$ cat config.mk
export PLATFORM = sky130hd
export DESIGN_NAME = spdif_tx
export DESIGN_NICKNAME = d
export VERILOG_FILES = /design/src/rtl/spdif_tx_pkg.sv /design/src/rtl/spdif_tx_timing.sv /design/src/rtl/spdif_tx_hold.sv /design/src/rtl/spdif_tx_encoder.sv /design/src/rtl/spdif_tx.sv
export SDC_FILE = /design/constraint.sdc
export NUM_CORES = 1
export LEC_CHECK = 0
export ABC_CLOCK_PERIOD_IN_PS = 4100
export BUFFER_PORTS_ARGS = -buffer_cell sky130_fd_sc_hd__buf_2
export CELL_PAD_IN_SITES_DETAIL_PLACEMENT = 1
export CELL_PAD_IN_SITES_GLOBAL_PLACEMENT = 2
export CORE_MARGIN = 2
export CORE_UTILIZATION = 37
export DETAILED_ROUTE_END_ITERATION = 10
export GPL_TIMING_DRIVEN = 1
export PLACE_DENSITY_LB_ADDON = 0.1
export SYNTH_ARGS = -nofsm -noshare
export SYNTH_HDL_FRONTEND = slang
export SYNTH_HIERARCHICAL = 1
export SYNTH_SLANG_ARGS = --single-unit
export TNS_END_PERCENT = 100
$ cat constraint.sdc
create_clock -name clk -period 4.1 [get_ports clk]
set_input_delay 0 -clock clk [delete_from_list [all_inputs] [get_ports clk]]
set_output_delay 0 -clock clk [all_outputs]
set_load 0.005 [all_outputs]
$ cat src/rtl/spdif_tx_pkg.sv
package spdif_tx_pkg;

  localparam int SAMPLE_W     = 24;
  localparam int SLOTS_PER_SF = 32;
  localparam int HALVES_PER_SF = 2 * SLOTS_PER_SF;
  localparam int HB_W         = $clog2(HALVES_PER_SF);
  localparam int PRE_HALVES   = 8;

  typedef enum logic [1:0] {
    PRE_BLOCK = 2'd0,
    PRE_LEFT  = 2'd1,
    PRE_RIGHT = 2'd2
  } pre_kind_e;

  // Half-bit pattern for a line that was low before the subframe.
  function automatic logic [PRE_HALVES-1:0] pre_pattern(pre_kind_e k);
    case (k)
      PRE_BLOCK: return 8'b1110_1000;
      PRE_LEFT:  return 8'b1110_0010;
      default:   return 8'b1110_0100;
    endcase
  endfunction

endpackage

$ cat src/rtl/spdif_tx_timing.sv
module spdif_tx_timing
  import spdif_tx_pkg::*;
#(
  parameter int BLOCK_FRAMES = 192
) (
  input  logic            clk,
  input  logic            rst,
  input  logic            hb_tick,
  output logic [HB_W-1:0] hb_idx,
  output logic            sf_start,
  output pre_kind_e       pre_kind
);

  localparam int FW = (BLOCK_FRAMES > 1) ? $clog2(BLOCK_FRAMES) : 1;
  localparam logic [FW-1:0] LAST_FRAME = FW'(BLOCK_FRAMES - 1);
  localparam logic [HB_W-1:0] LAST_HALF = HB_W'(HALVES_PER_SF - 1);

  logic          chan_b;
  logic [FW-1:0] frame_idx;

  always_ff @(posedge clk) begin
    if (rst) begin
      hb_idx    <= '0;
      chan_b    <= 1'b0;
      frame_idx <= '0;
    end else if (hb_tick) begin
      hb_idx <= (hb_idx == LAST_HALF) ? '0 : hb_idx + 1'b1;
      if (hb_idx == LAST_HALF) begin
        chan_b <= ~chan_b;
        if (chan_b)
          frame_idx <= (frame_idx == LAST_FRAME) ? '0 : frame_idx + 1'b1;
      end
    end
  end

  assign sf_start = hb_tick && (hb_idx == '0);

  always_comb begin
    if (chan_b)                pre_kind = PRE_RIGHT;
    else if (frame_idx == '0)  pre_kind = PRE_BLOCK;
    else                       pre_kind = PRE_LEFT;
  end

endmodule

$ cat src/rtl/spdif_tx_hold.sv
module spdif_tx_hold
  import spdif_tx_pkg::*;
(
  input  logic                clk,
  input  logic                rst,
  input  logic                in_valid,
  output logic                in_ready,
  input  logic [SAMPLE_W-1:0] in_data,
  input  logic                in_v,
  input  logic                in_u,
  input  logic                in_c,
  input  logic                take,
  output logic                full,
  output logic [SAMPLE_W-1:0] out_data,
  output logic                out_v,
  output logic                out_u,
  output logic                out_c
);

  logic accept;
  assign accept   = in_valid && !full;
  assign in_ready = !full;

  always_ff @(posedge clk) begin
    if (rst) begin
      full <= 1'b0;
    end else begin
      if (take)   full <= 1'b0;
      if (accept) full <= 1'b1;
    end
  end

  // Payload needs no reset: it is only read while full is set.
  always_ff @(posedge clk) begin
    if (accept) begin
      out_data <= in_data;
      out_v    <= in_v;
      out_u    <= in_u;
      out_c    <= in_c;
    end
  end

endmodule

$ cat src/rtl/spdif_tx_encoder.sv
module spdif_tx_encoder
  import spdif_tx_pkg::*;
#(
  parameter logic RESET_LEVEL = 1'b0
) (
  input  logic                clk,
  input  logic                rst,
  input  logic                hb_tick,
  input  logic [HB_W-1:0]     hb_idx,
  input  logic                sf_start,
  input  pre_kind_e           pre_kind,
  input  logic                have_word,
  input  logic [SAMPLE_W-1:0] w_data,
  input  logic                w_v,
  input  logic                w_u,
  input  logic                w_c,
  output logic                line
);

  logic [SLOTS_PER_SF-1:4]   slots_q;
  logic [PRE_HALVES-2:0]     pre_q;
  logic [PRE_HALVES-1:0]     pre_now;
  logic [SAMPLE_W-1:0]       d_sel;
  logic                      v_sel, u_sel, c_sel, par;
  logic [SLOTS_PER_SF-1:4]   word_now;
  logic                      nh;

  assign d_sel = have_word ? w_data : '0;
  assign v_sel = have_word ? w_v : 1'b1;
  assign u_sel = have_word & w_u;
  assign c_sel = have_word & w_c;
  assign par   = ^{d_sel, v_sel, u_sel, c_sel};
  assign word_now = {par, c_sel, u_sel, v_sel, d_sel};

  assign pre_now = pre_pattern(pre_kind) ^ {PRE_HALVES{line}};

  always_comb begin
    if (hb_idx == '0)
      nh = pre_now[PRE_HALVES-1];
    else if (hb_idx < HB_W'(PRE_HALVES))
      nh = pre_q[3'd7 - hb_idx[2:0]];
    else if (!hb_idx[0])
      nh = ~line;
    else
      nh = slots_q[hb_idx[HB_W-1:1]] ? ~line : line;
  end

  always_ff @(posedge clk) begin
    if (rst) line <= RESET_LEVEL;
    else if (hb_tick) line <= nh;
  end

  always_ff @(posedge clk) begin
    if (sf_start) begin
      pre_q   <= pre_now[PRE_HALVES-2:0];
      slots_q <= word_now;
    end
  end

endmodule

$ cat src/rtl/spdif_tx.sv
module spdif_tx
  import spdif_tx_pkg::*;
#(
  parameter int   BLOCK_FRAMES = 192,
  parameter logic RESET_LEVEL  = 1'b0
) (
  input  logic        clk,
  input  logic        rst,
  input  logic        hb_tick,
  input  logic        s_valid,
  output logic        s_ready,
  input  logic [23:0] s_data,
  input  logic        s_vbit,
  input  logic        s_ubit,
  input  logic        s_cbit,
  output logic        sdo
);

  logic [HB_W-1:0]     hb_idx;
  logic                sf_start;
  pre_kind_e           pre_kind;
  logic                held;
  logic [SAMPLE_W-1:0] h_data;
  logic                h_v, h_u, h_c;
  logic                take;

  assign take = sf_start && held;

  spdif_tx_timing #(.BLOCK_FRAMES(BLOCK_FRAMES)) u_timing (
    .clk      (clk),
    .rst      (rst),
    .hb_tick  (hb_tick),
    .hb_idx   (hb_idx),
    .sf_start (sf_start),
    .pre_kind (pre_kind)
  );

  spdif_tx_hold u_hold (
    .clk      (clk),
    .rst      (rst),
    .in_valid (s_valid),
    .in_ready (s_ready),
    .in_data  (s_data),
    .in_v     (s_vbit),
    .in_u     (s_ubit),
    .in_c     (s_cbit),
    .take     (take),
    .full     (held),
    .out_data (h_data),
    .out_v    (h_v),
    .out_u    (h_u),
    .out_c    (h_c)
  );

  spdif_tx_encoder #(.RESET_LEVEL(RESET_LEVEL)) u_enc (
    .clk       (clk),
    .rst       (rst),
    .hb_tick   (hb_tick),
    .hb_idx    (hb_idx),
    .sf_start  (sf_start),
    .pre_kind  (pre_kind),
    .have_word (held),
    .w_data    (h_data),
    .w_v       (h_v),
    .w_u       (h_u),
    .w_c       (h_c),
    .line      (sdo)
  );

endmodule

# ---- Word-level counts from Yosys, hierarchy flattened
# Index checks and enable logic that the tools add are counted.
# W data, S select, Z words.
dict set report totals {
  ff_bits 79
  input_bits 31
  out_inout_bits 2
  word_cells 55
}
dict set report classes {
  addsub 3
  order_cmp 3
  n_eq_ne 4
  n_mux 17
  bitwise_logic 5
  n_reduce_logical 12
}
# cell n
set op_table {}
lappend op_table {{$reduce_xor A27 Y1} 1}
lappend op_table {{$mux W24} 1}
lappend op_table {{$mux W1} 10}
lappend op_table {{$add A8 B1 Y8 const B} 1}
lappend op_table {{$eq A8 B8 Y1 const B} 1}
lappend op_table {{$logic_not A8 Y1} 1}
lappend op_table {{$mux W8} 1}
lappend op_table {{$pmux W4 S2} 1}
lappend op_table {{$xor A8 B8 Y8} 1}
lappend op_table {{$add A6 B1 Y6 const B} 1}
lappend op_table {{$eq A6 B6 Y1 const B} 1}
lappend op_table {{$logic_not A6 Y1} 1}
lappend op_table {{$lt A5 B6 Y1 const B} 1}
lappend op_table {{$lt A6 B4 Y1 const B} 1}
lappend op_table {{$mux W6} 1}
lappend op_table {{$bmux W1 S5} 1}
lappend op_table {{$lt A3 B4 Y1 const B} 1}
lappend op_table {{$ne A4 B1 Y1 const B} 1}
lappend op_table {{$reduce_and A2 Y1} 2}
lappend op_table {{$bmux W1 S3} 1}
lappend op_table {{$logic_and A1 B1 Y1} 3}
lappend op_table {{$reduce_and A3 Y1} 1}
lappend op_table {{$sub A3 B3 Y3 const A} 1}
lappend op_table {{$and A1 B1 Y1} 2}
lappend op_table {{6 further kinds} 7}

# ---- Depth between registers and ports, before layout
# Gate-level depths: netlist (run 1).
dict set report depth {
  ltp_word 7
  mapped_depth 8
  depth_no_buf 6
}

# ---- Hierarchy
# The synthesis (run 1) kept the hierarchy.
# module n_inst cells_per_inst area_each_um2 seq_area_each_um2
set modules_own_cells {}
lappend modules_own_cells {spdif_tx_encoder 1 146 1850.5 1011.0}
lappend modules_own_cells {spdif_tx_hold 1 32 854.6 830.8}
lappend modules_own_cells {spdif_tx_timing 1 90 775.7 300.3}
lappend modules_own_cells {spdif_tx 1 1 6.3 0.0}

# ---- Worst setup path before layout (run 1)
# No wires, ideal clock.
dict set report synth_path {
  path_kind {register to register}
  startpoint {reg u_timing.hb_idx[1]}
  endpoint {reg u_hold.full}
  setup_ps 135
  arrival_ps 4041
  setup_slack_ps -77
  path_stages_with_launch 7
  path_buffers 0
  period_less_slack_ps 4177
  cell_sequence {dfxtp_1 inv_1 ha_1 or4b_2 nor3b_1 and2_1 a211oi_1}
}
dict set report synth_between {
  elab_chain_len 4
}
# item line_no
set synth_lines {}
lappend synth_lines {{start: declaration} spdif_tx_timing.sv:9} ;# output logic [HB_W-1:0] hb_idx,
lappend synth_lines {{start signal: assignment} spdif_tx_timing.sv:27} ;# hb_idx <= (hb_idx == LAST_HALF) ? '0 : hb_idx + 1'b1;
lappend synth_lines {{$logic_not A6 Y1} spdif_tx_timing.sv:36} ;# assign sf_start = hb_tick && (hb_idx == '0);
lappend synth_lines {{$logic_and A1 B1 Y1} spdif_tx_timing.sv:36}
lappend synth_lines {{via sf_start} spdif_tx.sv:20} ;# logic sf_start;
lappend synth_lines {{$logic_and A1 B1 Y1} spdif_tx.sv:27} ;# assign take = sf_start && held;
lappend synth_lines {{via take} spdif_tx.sv:25} ;# logic take;
lappend synth_lines {{$reduce_bool A2 Y1 (no source line)} --}
lappend synth_lines {{end signal: assignment} spdif_tx_hold.sv:26} ;# full <= 1'b0;
lappend synth_lines {{end signal: assignment} spdif_tx_hold.sv:28} ;# if (take) full <= 1'b0;
lappend synth_lines {{end signal: assignment} spdif_tx_hold.sv:29} ;# if (accept) full <= 1'b1;
lappend synth_lines {{end: declaration} spdif_tx_hold.sv:13} ;# output logic full,
# The timed path passes the listed nets, and every way through them passes these cells.
# A chain may end at the register's enable or synchronous reset.

# ---- Worst setup path after layout (run 1)
dict set report layout_path {
  startpoint {reg u_timing.hb_idx[1]}
  endpoint {reg u_enc/slots_q[7] (netlist name) (enable)}
}
dict set report layout_between {
  elab_chain_len 2
}
# item line_no
set layout_lines {}
lappend layout_lines {{$logic_not A6 Y1} spdif_tx_timing.sv:36}
lappend layout_lines {{$logic_and A1 B1 Y1} spdif_tx_timing.sv:36}
lappend layout_lines {{via sf_start} spdif_tx.sv:20}
lappend layout_lines {{end signal: assignment} spdif_tx_encoder.sv:56} ;# slots_q <= word_now;
lappend layout_lines {{end: declaration} spdif_tx_encoder.sv:20} ;# logic [SLOTS_PER_SF-1:4] slots_q;
# The timed path passes the listed nets, and every way through them passes these cells.

==> metrics.cfg, run 1 <==
[outcome]
status = finished, final reports clean

[drt]
drtAntennaViolNets = 0
vias = 2144
met2_wirelength_um = 3160
drt-wirelength-per-cell_um = 14.2
drt-initial-drc-count = 40
dr.pass1.iters = 4
wl_um = 6330
drc = 0
routed-wl-met3_um = 174
routed.top_layer = met4
wl_met1_um = 2910
viasPerCell = 4.80

[cells_and_area]
fin_area_um2 = 4220
seqCellArea_um2 = 2140
fin_cells = 447
num-fill-cells = 988
finalNetCount = 366
drive_gt1_frac = 0.170
syn_to_final_growth_pct = 21.1
multi_input_area_um2 = 1270
antenna_cells = 0
fin_util = 0.459

[global_routing]
grt_first_pass_wirelength_um = 10700
grt_use_total = 0.136
grt-ovfl-total = 0
grt_pass1_vias = 2206
antenna_found_initial = 0
grt_start_max_net_pins = 34

[sta]
slew_viol_final = 0
rsz0062_at_grt = no
post-route-period-util = 0.675
fin_crit_ns = 2.77
tightest_slew_ns = 0.856
holdWs_ns = 0.0172
setup_ws_ns = 1.33
hold_viol_final = 0
fmax_mhz = 361
finalSetupViolCount = 0
skew_ns = 0.0116
finalSetupTns_ns = 0
slew_headroom = 0.429

[logic_synthesis]
avgSynthCellArea_um2 = 13.0
synth_cell_types = 45
synth_ff_type = edfxtp_1
synthCells = 269
synth-edff-count = 60
synth_seq_cells = 77
yosys_warnings = 6
async_flop_share = 0
syn_area_um2 = 3490
yosysSeqAreaShare = 0.614
syn_nets = 304

[clocking]
clock_sinks = 77
cts_tree = built
cts.reportedPaths.clkPinSlew_ns = 0.09
cts_root_buf = clkbuf_8
htreeDepth = 3
post_cts_resized = 0
cts.path.max_buffers = 2
cts_buffers = 9
clk-insertion-delay-late_ns = 0.35

[setup_path]
crit_required_ns = 4.13
path_buf_inv = 2
crit_arrival_ns = 2.80
worstPathMaxFanout = 20
cpPeakStageDelay_ns = 0.64
startpoint_type = flip-flop
crit_chain = inv_1 > ha_1 > or4b_2 > nor3b_4 > buf_4
endpoint_kind = flip-flop
worstSetupPathType = reg2reg
worst_path_max_delay_cell = nor3b_4
critPathTopFamily = simple AND/OR/NAND/NOR gates

[die]
die_x_um = 101
fp.dieH_um = 101
ios = 33
initial_core_util = 0.379
die_area_um2 = 10200
rows = 35
core_um2 = 9200

[place]
dpl-instance-area_um2 = 3740
place_hpwl_um = 4410
place.gp.congestion = 0.709
place_ws_ns = 1.27
dp_cells = 403
numPortBuffers = 32

[min_path]
hp-class = in2reg

[pwr]
ir_worst_vdd_mv = 0.206
p_leak_nw = 1.48
p_total_mw = 1.72
cellPowerDensity_nw_per_um2 = 407

[flow_run]
max_cap_viol_count = 0

==> cell type report <==
class / count / area share
repair buffers: 61 / 0.106
flip-flops and latches: 77 / 0.507
clock inverters: 6 / 0.0166
inverters: 8 / 0.00711
multi-input cells: 174 / 0.300
clock buffers: 10 / 0.0302
well taps: 111 / 0.0329
==> logic make-up (layout without fill, tap and decap cells) <==
| group | count (synthesis) | count (layout) | share of synthesized area |
|---|---|---|---|
| and+or+nand+nor | 93 | 93 | 0.154 |
| buffers and inverters | 18 | 85 | 0.0258 |
| adders and majority gates | 4 | 4 | 0.0144 |
| DFF | 77 | 77 | 0.614 |
| muxes | 14 | 14 | 0.0510 |
| xor gates and xnor gates | 37 | 37 | 0.0929 |
| AOI/OAI and AO/OA | 26 | 26 | 0.0481 |
==> path summary, 6_finish.rpt <==
path,slack [ns],startpoint,end,cells after the start
max reg2reg,1.33,u_timing/hb_idx[1],u_enc/slots_q[7],5
max,1.33,u_timing/hb_idx[1],u_enc/slots_q[7],5
min,0.02,rst,u_timing/hb_idx[2],2
min reg2reg,0.50,u_timing/frame_idx[7],u_timing/frame_idx[7],2
==> cells in the mapped netlist, types with 2 or more instances <==
cell      number  area (um^2)
xnor2_1       28          245
edfxtp_1      60         1800
nor3b_1        2         15.0
a21oi_1        7         35.0
and2_1        28          175
and3_1         3         18.8
ha_1           4         50.1
nand2b_1       2         12.5
nor2_1        16         60.1
or4_1          2         15.0
nand3b_1       2         15.0
a211oi_1       6         45.0
buf_6          2         22.5
mux4_2         3         67.6
mux2i_1       11          110
and4_2         2         20.0
nor4_1         3         18.8
nor3_1         3         15.0
nand4_1        5         31.3
o21ai_0        3         15.0
o21ai_1        2         10.0
inv_1          8         30.0
clkbuf_1       3         11.3
xor2_1         9         78.8
nand2_1       12         45.0
nand3_1        5         25.0
a31oi_1        2         12.5
dfxtp_1       17          340
buf_2          3         15.0
==> metal layers <==
| metal | vias up | track usage |
|---|---|---|
| met5 | - | 0 |
| met4 | 0 | 0.0593 |
| met3 | 7 | 0.0257 |
| met2 | 28 | 0.226 |
| met1 | 1015 | 0.174 |
| li1 | 1094 | - |
==> power breakdown <==
group | total [mW] | internal (mW) | switching [mW] | leakage (nW)
combinational | 0.198 | 0.110 | 0.0877 | 0.681
clock | 0.577 | 0.286 | 0.291 | 0.0895
sequential | 0.943 | 0.907 | 0.0360 | 0.715
total | 1.72 | 1.30 | 0.415 | 1.48
==> flip-flops by register name, summed over array words and instances (netlist names) <==
name and cells:
u_enc/slots_q 28, u_timing/frame_idx 8, u_hold/out_data 24, u_enc/pre_q 5, u_hold/out_u 1, u_enc/line 1
u_timing/hb_idx 6, u_timing/chan_b 1, u_hold/full 1, u_hold/out_c 1, u_hold/out_v 1
==> cell usage in the layout (no fill, tap or decap), types with 4 or more instances in the layout <==
cell type / netlist / final
a211oi_1: 6 / 6
ha_1: 4 / 4
clkbuf_8: 0 / 9
a21oi_1: 7 / 7
nand4_1: 5 / 5
xnor2_1: 28 / 28
nor2_1: 16 / 16
mux2i_1: 11 / 11
inv_1: 8 / 8
and2_1: 28 / 28
nand3_1: 5 / 5
nand2_1: 12 / 12
dlygate4sd3_1: 0 / 28
buf_2: 3 / 32
edfxtp_1: 60 / 60
xor2_1: 9 / 9
dfxtp_1: 17 / 17
==> what timing repair did <==
action	CTS	global route
hold endpoints to repair	28	0
hold buffers	28	0
buffers inserted	0	0
No activity file was read; power rests on OpenSTA's default activity.
==> run 2, diff against run 1 <==
- ABC_CLOCK_PERIOD_IN_PS: 4100 -> 2300
- clock period: 4.1 -> 2.3 ns (I/O delays scaled with it)
==> run 2 against run 1 <==
Compared with the run above: die area stayed put; sequential cell count stayed put; utilization is 0.83 points higher; sequential power is 78% higher; highest routed layer unchanged.
==> metrics.cfg, run 2 (synthesis results as in run 1) <==
[cells_and_area]
top_register = u_enc/slots_q
finalNetCount = 373  ; +1.9%
final_common_cell = edfxtp_1
syn_to_final_growth_pct = 23.3
drive_gt1_frac = 0.193  ; +0.0233
most-common-layout-cells = edfxtp_1, buf_2, and2_1, dlygate4sd3_1, xnor2_1
fin_area_um2 = 4300  ; +1.8%
num-fill-cells = 953  ; -3.5%
fin_cells = 453  ; +1.3%
antenna_cells = 0  ; unchanged
reg_top3 = u_enc/slots_q (28), u_hold/out_data (24), u_timing/frame_idx (8)
largest_reg_flops = 28  ; unchanged

[die]
die_x_um = 101  ; unchanged
initial_core_util = 0.379  ; unchanged
rows = 35  ; unchanged
fp.dieH_um = 101  ; unchanged
core_um2 = 9200  ; unchanged
die_area_um2 = 10200  ; unchanged
ios = 33  ; unchanged

[drt]
drt-initial-drc-count = 62  ; +55%
viasPerCell = 4.90  ; +2.1%
drtAntennaViolNets = 0  ; unchanged
met2_wirelength_um = 3330  ; +5.4%
dr.pass1.iters = 4  ; unchanged
routed.top_layer = met4
vias = 2219  ; +3.5%
drt-wirelength-per-cell_um = 14.8  ; +4.2%
wl_um = 6690  ; +5.6%
drc = 0  ; unchanged
wl_met1_um = 3080  ; +5.7%
routed-wl-met3_um = 208  ; +20%

[clocking]
clk-insertion-delay-late_ns = 0.35  ; about the same
cts.reportedPaths.clkPinSlew_ns = 0.08  ; about the same
cts_root_buf = clkbuf_8
htreeDepth = 3  ; unchanged
cts_setup_buffers = 0  ; unchanged
cts_tree = built
cts.path.max_buffers = 2  ; unchanged
clock_sinks = 77  ; unchanged
cts_buffers = 9  ; unchanged

[sta]
skew_ns = 0.0107  ; -0.000927 ns
finalSetupViolCount = 0  ; unchanged
rsz0062_at_grt = no
post-route-period-util = 0.862  ; +0.187
hold_viol_final = 0  ; unchanged
tightest_slew_ns = 0.588  ; -0.268 ns
fin_crit_ns = 1.98  ; -0.785 ns
slew_viol_final = 0  ; unchanged
slew_headroom = 0.608  ; +0.179
fmax_mhz = 504  ; +40%

[min_path]
hp-class = in2reg
min_to = u_timing/chan_b
min_path_cells = 2  ; unchanged
hp-start = rst

[outcome]
status = finished, final reports clean

[global_routing]
grt_start_max_net_pins = 33  ; -2.9%
grt_first_pass_wirelength_um = 11600  ; +7.9%
grt_pass1_vias = 2329  ; +5.6%
grt_use_total = 0.148  ; +0.0117
antenna_found_initial = 0  ; unchanged
grt-ovfl-total = 0  ; unchanged

[pwr]
cellPowerDensity_nw_per_um2 = 735  ; +81%
p_leak_nw = 1.54  ; +3.6%
ir_worst_vdd_mv = 0.327  ; +59%

[setup_path]
endpoint_kind = flip-flop
reg2reg_depth = 6  ; +1
crit_required_ns = 2.57  ; -1.56 ns
startpoint_type = flip-flop
worstPathMaxFanout = 11  ; -45%
crit_arrival_ns = 2.25  ; -0.55 ns
worstSetupPathType = reg2reg
r2r_setup_slack_ns = 0.32  ; -1.01 ns
r2r_start = u_timing/hb_idx[2]
r2r-end = u_enc/line

[place]
dpl-instance-area_um2 = 3810  ; +1.6%
place_hpwl_um = 4630  ; +5.0%
place.gp.congestion = 0.729  ; +2.9%
numPortBuffers = 32  ; unchanged
dp_cells = 410  ; +1.7%

[flow_run]
max_cap_viol_count = 0  ; unchanged

==> run 2: cell count changes in the layout (fill, tap and decap cells not counted) <==
cell        before  now
buf_4            1    8
clkinvlp_4       3    1
dfxtp_1         17   15
bufinv_16        1    2
clkinv_4         0    1
dfxtp_2          0    1
dfxtp_4          0    1
inv_1            8    7
inv_2            0    1
inv_6            2    1
or4b_2           1    0
or4b_4           0    1
==> run 2: stage by stage <==
| step | util | TNS (ns) | hold slack [ns] | power, mW | setup WS, ns |
|---|---|---|---|---|---|
| after floorplan | - | -0.183 | 0.0728 | 1.94 | -0.0379 |
| after global placement | 0.414 | 0 | 0.176 | 2.04 | 0.373 |
| after detailed placement | 0.414 | 0 | 0.179 | 2.05 | 0.337 |
| after CTS | 0.467 | 0 | 0.0104 | 3.20 | 0.316 |
| after global routing | 0.467 | 0 | 0.0175 | 3.32 | 0.152 |
| final | 0.467 | 0 | 0.0172 | 3.16 | 0.317 |
==> run 2: worst max path at each step <==
| stage | cells past startpoint | startpoint | end | slack (ns) |
|---|---|---|---|---|
| floorplan | 6 | u_timing/hb_idx[1] | u_hold/full | -0.04 |
| finish | 6 | u_timing/hb_idx[2] | u_enc/line | 0.32 |
| detailed placement | 6 | u_timing/hb_idx[2] | u_enc/line | 0.34 |
| global placement | 5 | u_timing/hb_idx[0] | u_enc/slots_q[28] | 0.37 |
| global route | 6 | u_timing/hb_idx[2] | u_enc/line | 0.15 |
| CTS | 6 | u_timing/hb_idx[2] | u_enc/line | 0.32 |
==> run 2: worst max-delay path, cell delays in order (launching register included) <==
cell	delay (ns)
dfxtp_1	0.45
or3b_1	0.40
a31oi_1	0.24
o21ai_1	0.09
a211o_1	0.28
or3_1	0.37
o31ai_1	0.07
==> run 2: layer usage <==
metal	GRT usage	up-vias
li1	-	1106
met1	0.184	1069
met2	0.250	38
met3	0.0444	6
met4	0.0437	0
met5	0	-
==> run 2: area by class of cell <==
cell class	count	area, um^2	share of cell area
sequential	77	2150	0.499
multi-input combinational	174	1270	0.295
timing repair buffer	68	500	0.116
tap	111	139	0.0323
clock buffer	10	128	0.0297
clock inverter	5	85.1	0.0198
inverter	8	30.0	0.00698
==> run 2: repair_timing <==
action	in CTS	in global routing
hold buffers	28	0
endpoints found under the hold margin	28	0
gates resized for setup	0	0
==> run 2: report_power, final <==
part	internal [mW]	leakage [nW]	switching (mW)
clock network	0.611	0.103	0.499
logic	0.202	0.720	0.174
registers	1.62	0.716	0.0583
